--- src/rtl/dtx_pkg.sv ---
package dtx_pkg;
    typedef enum logic [2:0] {
        S_IDLE,
        S_FILL,
        S_ISSUE,
        S_WAIT,
        S_CONFIRM
    } dtx_state_e;

    localparam logic [7:0] CMD_XMIT_RESET = 8'h01;
    localparam logic [7:0] CMD_MSG_END    = 8'h02;
    localparam logic [7:0] CMD_FILL       = 8'h08;
    localparam logic [7:0] CMD_RX_RESET   = 8'h40;
    localparam logic [7:0] CMD_RX_DONE    = 8'h80;
endpackage

--- src/rtl/dtx_byte_ledger.sv ---
module dtx_byte_ledger #(
    parameter int LEN_W = 11,
    parameter int CHUNK = 32,
    localparam int CNT_W = $clog2(CHUNK + 1)
) (
    input  logic             clk,
    input  logic             rst_n,
    input  logic             load,
    input  logic [LEN_W-1:0] len,
    input  logic             start_chunk,
    input  logic             byte_step,
    input  logic             rewind,
    input  logic             clear,
    output logic [LEN_W-1:0] sent,
    output logic             last_in_chunk,
    output logic             none_left
);
    logic [LEN_W-1:0] remain;
    logic [CNT_W-1:0] chunk_left;

    function automatic logic [CNT_W-1:0] chunk_of(input logic [LEN_W-1:0] r);
        if (r > LEN_W'(CHUNK)) return CNT_W'(CHUNK);
        return CNT_W'(r);
    endfunction

    always_ff @(posedge clk or negedge rst_n) begin
        if (!rst_n) begin
            remain     <= '0;
            sent       <= '0;
            chunk_left <= '0;
        end else if (clear) begin
            remain     <= '0;
            sent       <= '0;
            chunk_left <= '0;
        end else if (load) begin
            remain     <= len;
            sent       <= '0;
            chunk_left <= chunk_of(len);
        end else if (rewind) begin
            remain     <= remain + sent;
            sent       <= '0;
        end else if (start_chunk) begin
            chunk_left <= chunk_of(remain);
        end else if (byte_step) begin
            remain     <= remain - 1'b1;
            sent       <= sent + 1'b1;
            chunk_left <= chunk_left - 1'b1;
        end
    end

    assign last_in_chunk = (chunk_left == CNT_W'(1));
    assign none_left     = (remain == '0);
endmodule

--- src/rtl/dtx_seq_fsm.sv ---
module dtx_seq_fsm
    import dtx_pkg::*;
(
    input  logic clk,
    input  logic rst_n,
    input  logic frame_req,
    input  logic link_active,
    input  logic len_ok,
    input  logic pool_ready,
    input  logic underrun,
    input  logic msg_repeat,
    input  logic last_in_chunk,
    input  logic none_left,
    output logic load,
    output logic start_chunk,
    output logic byte_step,
    output logic rewind,
    output logic clear,
    output logic fifo_wr,
    output logic cmd_valid,
    output logic confirm,
    output logic busy
);
    dtx_state_e state, state_nx;

    always_ff @(posedge clk or negedge rst_n) begin
        if (!rst_n) state <= S_IDLE;
        else        state <= state_nx;
    end

    always_comb begin
        state_nx    = state;
        load        = 1'b0;
        start_chunk = 1'b0;
        byte_step   = 1'b0;
        rewind      = 1'b0;
        clear       = 1'b0;
        unique case (state)
            S_IDLE: begin
                if (frame_req && link_active && len_ok) begin
                    load     = 1'b1;
                    state_nx = S_FILL;
                end
            end
            S_FILL: begin
                byte_step = 1'b1;
                if (last_in_chunk) state_nx = S_ISSUE;
            end
            S_ISSUE: state_nx = S_WAIT;
            S_WAIT: begin
                if (underrun || msg_repeat) begin
                    rewind = 1'b1;
                end else if (pool_ready) begin
                    if (!none_left) begin
                        start_chunk = 1'b1;
                        state_nx    = S_FILL;
                    end else begin
                        clear    = 1'b1;
                        state_nx = S_CONFIRM;
                    end
                end
            end
            S_CONFIRM: state_nx = S_IDLE;
            default:   state_nx = S_IDLE;
        endcase
    end

    always_comb begin
        fifo_wr   = (state == S_FILL);
        cmd_valid = (state == S_ISSUE);
        confirm   = (state == S_CONFIRM);
        busy      = (state != S_IDLE);
    end
endmodule

--- src/rtl/dtx_chunk_ctrl.sv ---
module dtx_chunk_ctrl
    import dtx_pkg::*;
#(
    parameter int LEN_W = 11,
    parameter int CHUNK = 32
) (
    input  logic             clk,
    input  logic             rst_n,
    input  logic             link_active,
    input  logic             frame_req,
    input  logic [LEN_W-1:0] frame_len,
    output logic             busy,
    output logic [LEN_W-1:0] buf_addr,
    input  logic [7:0]       buf_data,
    output logic             fifo_wr,
    output logic [7:0]       fifo_data,
    output logic             cmd_valid,
    output logic [7:0]       cmd_bits,
    input  logic             pool_ready,
    input  logic             underrun,
    input  logic             msg_repeat,
    output logic             confirm
);
    logic load, start_chunk, byte_step, rewind, clear;
    logic last_in_chunk, none_left;

    dtx_byte_ledger #(.LEN_W(LEN_W), .CHUNK(CHUNK)) u_ledger (
        .clk(clk), .rst_n(rst_n), .load(load), .len(frame_len),
        .start_chunk(start_chunk), .byte_step(byte_step), .rewind(rewind),
        .clear(clear), .sent(buf_addr), .last_in_chunk(last_in_chunk),
        .none_left(none_left)
    );

    dtx_seq_fsm u_fsm (
        .clk(clk), .rst_n(rst_n), .frame_req(frame_req),
        .link_active(link_active), .len_ok(frame_len != '0),
        .pool_ready(pool_ready), .underrun(underrun), .msg_repeat(msg_repeat),
        .last_in_chunk(last_in_chunk), .none_left(none_left),
        .load(load), .start_chunk(start_chunk), .byte_step(byte_step),
        .rewind(rewind), .clear(clear), .fifo_wr(fifo_wr),
        .cmd_valid(cmd_valid), .confirm(confirm), .busy(busy)
    );

    assign fifo_data = buf_data;
    assign cmd_bits  = cmd_valid ? (CMD_FILL | (none_left ? CMD_MSG_END : 8'h00)) : 8'h00;
endmodule

--- config.mk ---
export PLATFORM = sky130hd
export DESIGN_NAME = dtx_chunk_ctrl
export DESIGN_NICKNAME = d
export VERILOG_FILES = /design/src/rtl/dtx_pkg.sv /design/src/rtl/dtx_byte_ledger.sv /design/src/rtl/dtx_seq_fsm.sv /design/src/rtl/dtx_chunk_ctrl.sv
export SDC_FILE = /design/constraint.sdc
export NUM_CORES = 1
export LEC_CHECK = 0
export CORE_UTILIZATION = 50
export CTS_BUF_LIST = sky130_fd_sc_hd__clkbuf_16
export CTS_CLUSTER_SIZE = 20
export DETAILED_ROUTE_END_ITERATION = 6
export GPL_TIMING_DRIVEN = 1
export PLACE_DENSITY = 0.8
export SETUP_SLACK_MARGIN = 0.15
export SLEW_MARGIN = 5
export SYNTH_ARGS = -nofsm -noshare
export SYNTH_HDL_FRONTEND = slang
export SYNTH_SLANG_ARGS = --single-unit
--- constraint.sdc ---
create_clock -name clk -period 6.6 [get_ports clk]
set_clock_uncertainty 0.05 [all_clocks]
set_input_delay 0.66 -clock clk [delete_from_list [all_inputs] [get_ports clk]]
set_output_delay 0.66 -clock clk [all_outputs]
set_load 0.005 [all_outputs]
Word level (Yosys, flattened, before mapping)
Cells that the tools add are included.
- $add $sub $neg: 4
- $lt $le $gt $ge: 2
- equal/unequal tests: 11
- multiplexer cells: 48
- reductions and logical operators: 12
- operator list (operator ; count):
    2-to-1 mux 11 bit ; 10
    2-to-1 mux 6 bit ; 9
    greater-than comparator 11 x 6 -> 1 bit, second input constant ; 2
    2-to-1 mux 1 bit ; 21
    2-to-1 mux 3 bit ; 5
    case mux 3 bit (4 select lines) ; 1
    adder 11 x 1 -> 11 bit, second input constant ; 1
    adder 11 bit ; 1
    zero test 11 bit ; 1
    nonzero test 11 bit ; 1
    subtractor 11 x 1 -> 11 bit, second input constant ; 1
    nonzero test 4 bit ; 2
    == test 3 x 2 -> 1 bit, second input constant ; 2
    == test 6 x 1 -> 1 bit, second input constant ; 1
    subtractor 6 x 1 -> 6 bit, second input constant ; 1
    2-to-1 mux 4 bit ; 1
    != test 2 x 1 -> 1 bit, second input constant ; 2
    != test 2 bit, second input constant ; 2
    != test 4 x 2 -> 1 bit, second input constant ; 1
    AND reduction 2 bit ; 2
    AND reduction 4 bit ; 1
    == test 3 x 1 -> 1 bit, second input constant ; 1
    == test 3 bit, second input constant ; 1
    zero test 3 bit ; 1
    other kinds (5) ; 6
- bits in registers: 31
- bits of input ports: 26

Depth between registers and ports, before layout
- depth after elaboration: 14
- depth in mapped cells: 13
- gate-level depth less buffers: 11

Cells and area by module
A second synthesis with hierarchy kept.
- cell total of the unflattened synthesis: 291
- area total of the unflattened synthesis: 2446.1 µm²
- modules (own cells, without submodules) (module ; instances ; cells an instance ; area each (µm²)):
    dtx_byte_ledger ; 1 ; 243 ; 2072.0
    dtx_seq_fsm ; 1 ; 27 ; 229.0
    dtx_chunk_ctrl ; 1 ; 21 ; 145.1

Worst setup path before layout
OpenSTA, ideal clock, no wires.
- path kind: input-to-reg
- start point: input port msg_repeat
- end point: register u_ledger.remain[10]
- arrival time: 2790 ps
- required time: 6463 ps
- slack: 3673 ps
- stages: 12
- path buffers: 1
- path through: nor2_1 > clkbuf_1 > or3_1 > ha_1 > inv_1 > fa_1 > nor2b_1 > o31a_1 > o211ai_1 > a211oi_1 > a41oi_1 > o211ai_1
- longest elaborated chain between the ends: 6
- elaborated cells on any way between the ends: 13
- those cells by class: eq/ne (1); mux (9); reduce/logical (3)
- RTL lines (element ; RTL line ; text):
    start, declared ; dtx_chunk_ctrl.sv:21 ; input logic msg_repeat,
    logical OR 1 bit * ; dtx_seq_fsm.sv:51 ; if (underrun || msg_repeat) begin
    2-to-1 mux 1 bit ; dtx_seq_fsm.sv:51 ;
    2-to-1 mux 1 bit ; dtx_seq_fsm.sv:38 ; unique case (state)
    2-to-1 mux 11 bit ; dtx_byte_ledger.sv:39 ; end else if (rewind) begin
    2-to-1 mux 11 bit ; dtx_byte_ledger.sv:35 ; end else if (load) begin
    2-to-1 mux 11 bit ; dtx_byte_ledger.sv:31 ; end else if (clear) begin
    end signal, assigned ; dtx_byte_ledger.sv:36 ; remain <= len;
    end signal, assigned ; dtx_byte_ledger.sv:40 ; remain <= remain + sent;
    end signal, assigned ; dtx_byte_ledger.sv:45 ; remain <= remain - 1'b1;
    end, declared ; dtx_byte_ledger.sv:18 ; logic [LEN_W-1:0] remain;
Mark *: on every way between the ends. The rest lies on a longest branch, timed or not.
A chain may end at the register's enable or synchronous reset.

Worst setup path in the final report
Ends and elaborated chain as after synthesis.

==> impl_metrics.tcl <==
set metrics [dict create \
    hold_violations 0 \
    fin_ws_ns 3.099 \
    drt_pass1_iterations 4 \
    regToRegSetupSlack_ns 3.64 \
    crit_chain "clkdlybuf4s50_1, nor2_1, or3_1, ha_1, inv_1, fa_1, nor2b_1, o31a_1, o211ai_1, a211oi_1, a41oi_1, o211ai_1" \
    arrival_ns 3.64 \
    nets 349 \
    via_per_inst 5.857 \
    place_ws_ns 2.910 \
    finalCoreUtilization 0.6138 \
    slew_viol_final 0 \
    fin_crit_ns 3.501 \
    fillers 417 \
    ys_warn_count 0 \
    insertion_delay_ns 0.28 \
    cts_buffers 5 \
    slowest_stage "nor2_1" \
    synth_cell_types 55 \
    cts_tree "built" \
    cp_max_fo 17 \
    place.port_buffers 34 \
    clkSinkCount 31 \
    synth_seq_cells 31 \
    globalRouteOverflowTotal 0 \
    hpwl_um 4531 \
    ios 57 \
    rsz0062_at_grt "false" \
    routed-via-count 2208 \
    dieArea_sq_um 5165 \
    reg2reg_from "u_fsm.state[1]" \
    cts.repair.resized 0 \
    syn_avg_cell_area_sq_um 8.535 \
    ys_seq_area_frac 0.3178 \
    cp.required_ns 6.74 \
    grt_usage 0.2546 \
    crit_top_cell "o211ai_1" \
    wl_per_cell_um 16.50 \
    post-route-period-util 0.5304 \
    area_growth_pct 18.76 \
    post_cts_buffers 0 \
    end_kind "register" \
    cts.path.max_buffers 2 \
    cp-start-kind "input port" \
    layout-drive-gt1-share 0.06774 \
    die_h_um 71.87 \
    power_uw 1536 \
    holdPathEnd "u_ledger.chunk_left[5]" \
    grt_pass1_wl_um 10090 \
    globalplace.congestion 0.9110 \
    cp.buffers_inverters 2 \
    whs_ns 0.4932 \
    min_path_cells 1 \
    rows 25 \
    cts_root_buf "clkbuf_16" \
    slowest_delay_ns 0.68 \
    wl_um 6221 \
    tns_ns 0 \
    syn-cell-area_sq_um 2441 \
    holdBufCountCts 0 \
    syn_inst 286 \
    reg2regPathDepth 11 \
    fmax_ghz 0.2856 \
    status "complete, no violations" \
    ir_drop_v 0.0002372 \
    holdCritStartpoint "u_ledger.chunk_left[5]" \
    ys.flop_type "dfrtp_1" \
    worstMarginPinSlew_ns 0.8802 \
    cts.clk_slew.worst_paths_ns 0.05 \
    r2r_end "u_ledger.remain[10]" \
    start_util 0.5168 \
    power.density_nw_per_um2 529.9 \
    hp-class "reg -> reg" \
    crit_type "in -> reg" \
    grt_start_max_net_pins 32 \
    drt_iter0_drc 227 \
    p_leak_uw 0.001206 \
    synth_edf_count 0 \
    cts_max_level 2 \
    max_slew_margin 0.4110 \
    antenna_found_initial 0 \
    setup_viol 0 \
    core_sq_um 4723 \
    antennaDiodeCount 0 \
    drtAntennaViolNets 0 \
    async_flop_share 1.000 \
    drc 0 \
    max_cap_violations 0 \
    die_w_um 71.87 \
    first_global_vias 2049 \
    cpLargestDelayFamily "simple AND/OR/NAND/NOR gates" \
]
area by class of cell:
cell class	instances	area, sq um	area share
multi-input combinational	227	1494	0.5153
sequential	31	775.7	0.2676
timing repair buffer	35	347.8	0.1200
clock buffer	5	125.1	0.04316
tap	67	83.83	0.02892
clock inverter	3	38.79	0.01338
inverter	9	33.78	0.01165
cell usage after synthesis, types with 7 or more instances:
library cell / number / area [sq um]
dfrtp_1: 31 / 775.7
nor2_1: 31 / 116.4
o21ai_0: 24 / 120.1
nand2_1: 21 / 78.83
buf_4: 15 / 112.6
a21oi_1: 13 / 65.06
ha_1: 13 / 162.7
or3_1: 12 / 75.07
xnor2_1: 11 / 96.34
xor2_1: 10 / 87.58
inv_1: 9 / 33.78
nand3_1: 8 / 40.04
nor3_1: 7 / 35.03
metrics by stage:
step | std cells | cell area [sq um]
after detailed placement | 369 | 2735
after CTS | 377 | 2899
after global placement | 369 | 2735
after floorplan | 291 | 2460
final | 377 | 2899
after global routing | 377 | 2899
how the worst max path moves through the flow:
stage,startpoint,to,cells past startpoint
2_1_floorplan,msg_repeat,u_ledger.remain[10],12
3_3_place_gp,msg_repeat,u_ledger.remain[10],12
3_5_place_dp,msg_repeat,u_ledger.remain[10],12
4_1_cts,msg_repeat,u_ledger.remain[10],12
5_1_grt,msg_repeat,u_ledger.remain[10],12
6_report,msg_repeat,u_ledger.remain[10],12
registers in the layout (all words and copies together), names as in the netlist:
signal,cells
u_ledger.chunk_left,6
u_ledger.remain,11
u_fsm.state,3
u_ledger.sent,11
per-layer routing:
metal | GRT usage | vias to the layer above | part of all wire
li1 | - | 1058 | -
met1 | 0.3345 | 1057 | 0.43
met2 | 0.4245 | 85 | 0.50
met3 | 0.04782 | 8 | 0.060
met4 | 0.08061 | 0 | 0.011
met5 | 0 | - | 0
report_power, final:
part           internal (uW)  switching [uW]  leakage (uW)
Combinational            416             477      0.000741
Clock                    176            83.6     0.0000812
Sequential               278             106      0.000385
Total                    870             666       0.00121
cells in the final DEF, fill, tap and decap left out, types with 4 or more instances in the layout:
master	netlist	layout
clkdlybuf4s50_1	0	34
nor2_1	31	31
dfrtp_1	31	31
o21ai_0	24	24
nand2_1	21	21
a21oi_1	13	13
ha_1	13	13
or3_1	12	12
xnor2_1	11	11
xor2_1	10	10
inv_1	9	9
nand3_1	8	8
nor3_1	7	7
and3_1	6	6
a211oi_1	6	6
conb_1	1	6
a22oi_1	5	5
clkbuf_16	0	5
o21ai_1	4	4
cells by family (layout without fill, tap and decap cells):
family / Yosys count / after routing / synth area share
fa+ha+maj: 14 / 14 / 0.07484
compound gates: 71 / 71 / 0.1948
xor+xnor: 21 / 21 / 0.07534
simple gates: 114 / 114 / 0.2537
buf+inv: 33 / 52 / 0.07791
other cells: 1 / 6 / 0.001536
flops: 31 / 31 / 0.3178
mux: 1 / 1 / 0.004101
No activity file was read; power rests on OpenSTA's default activity.
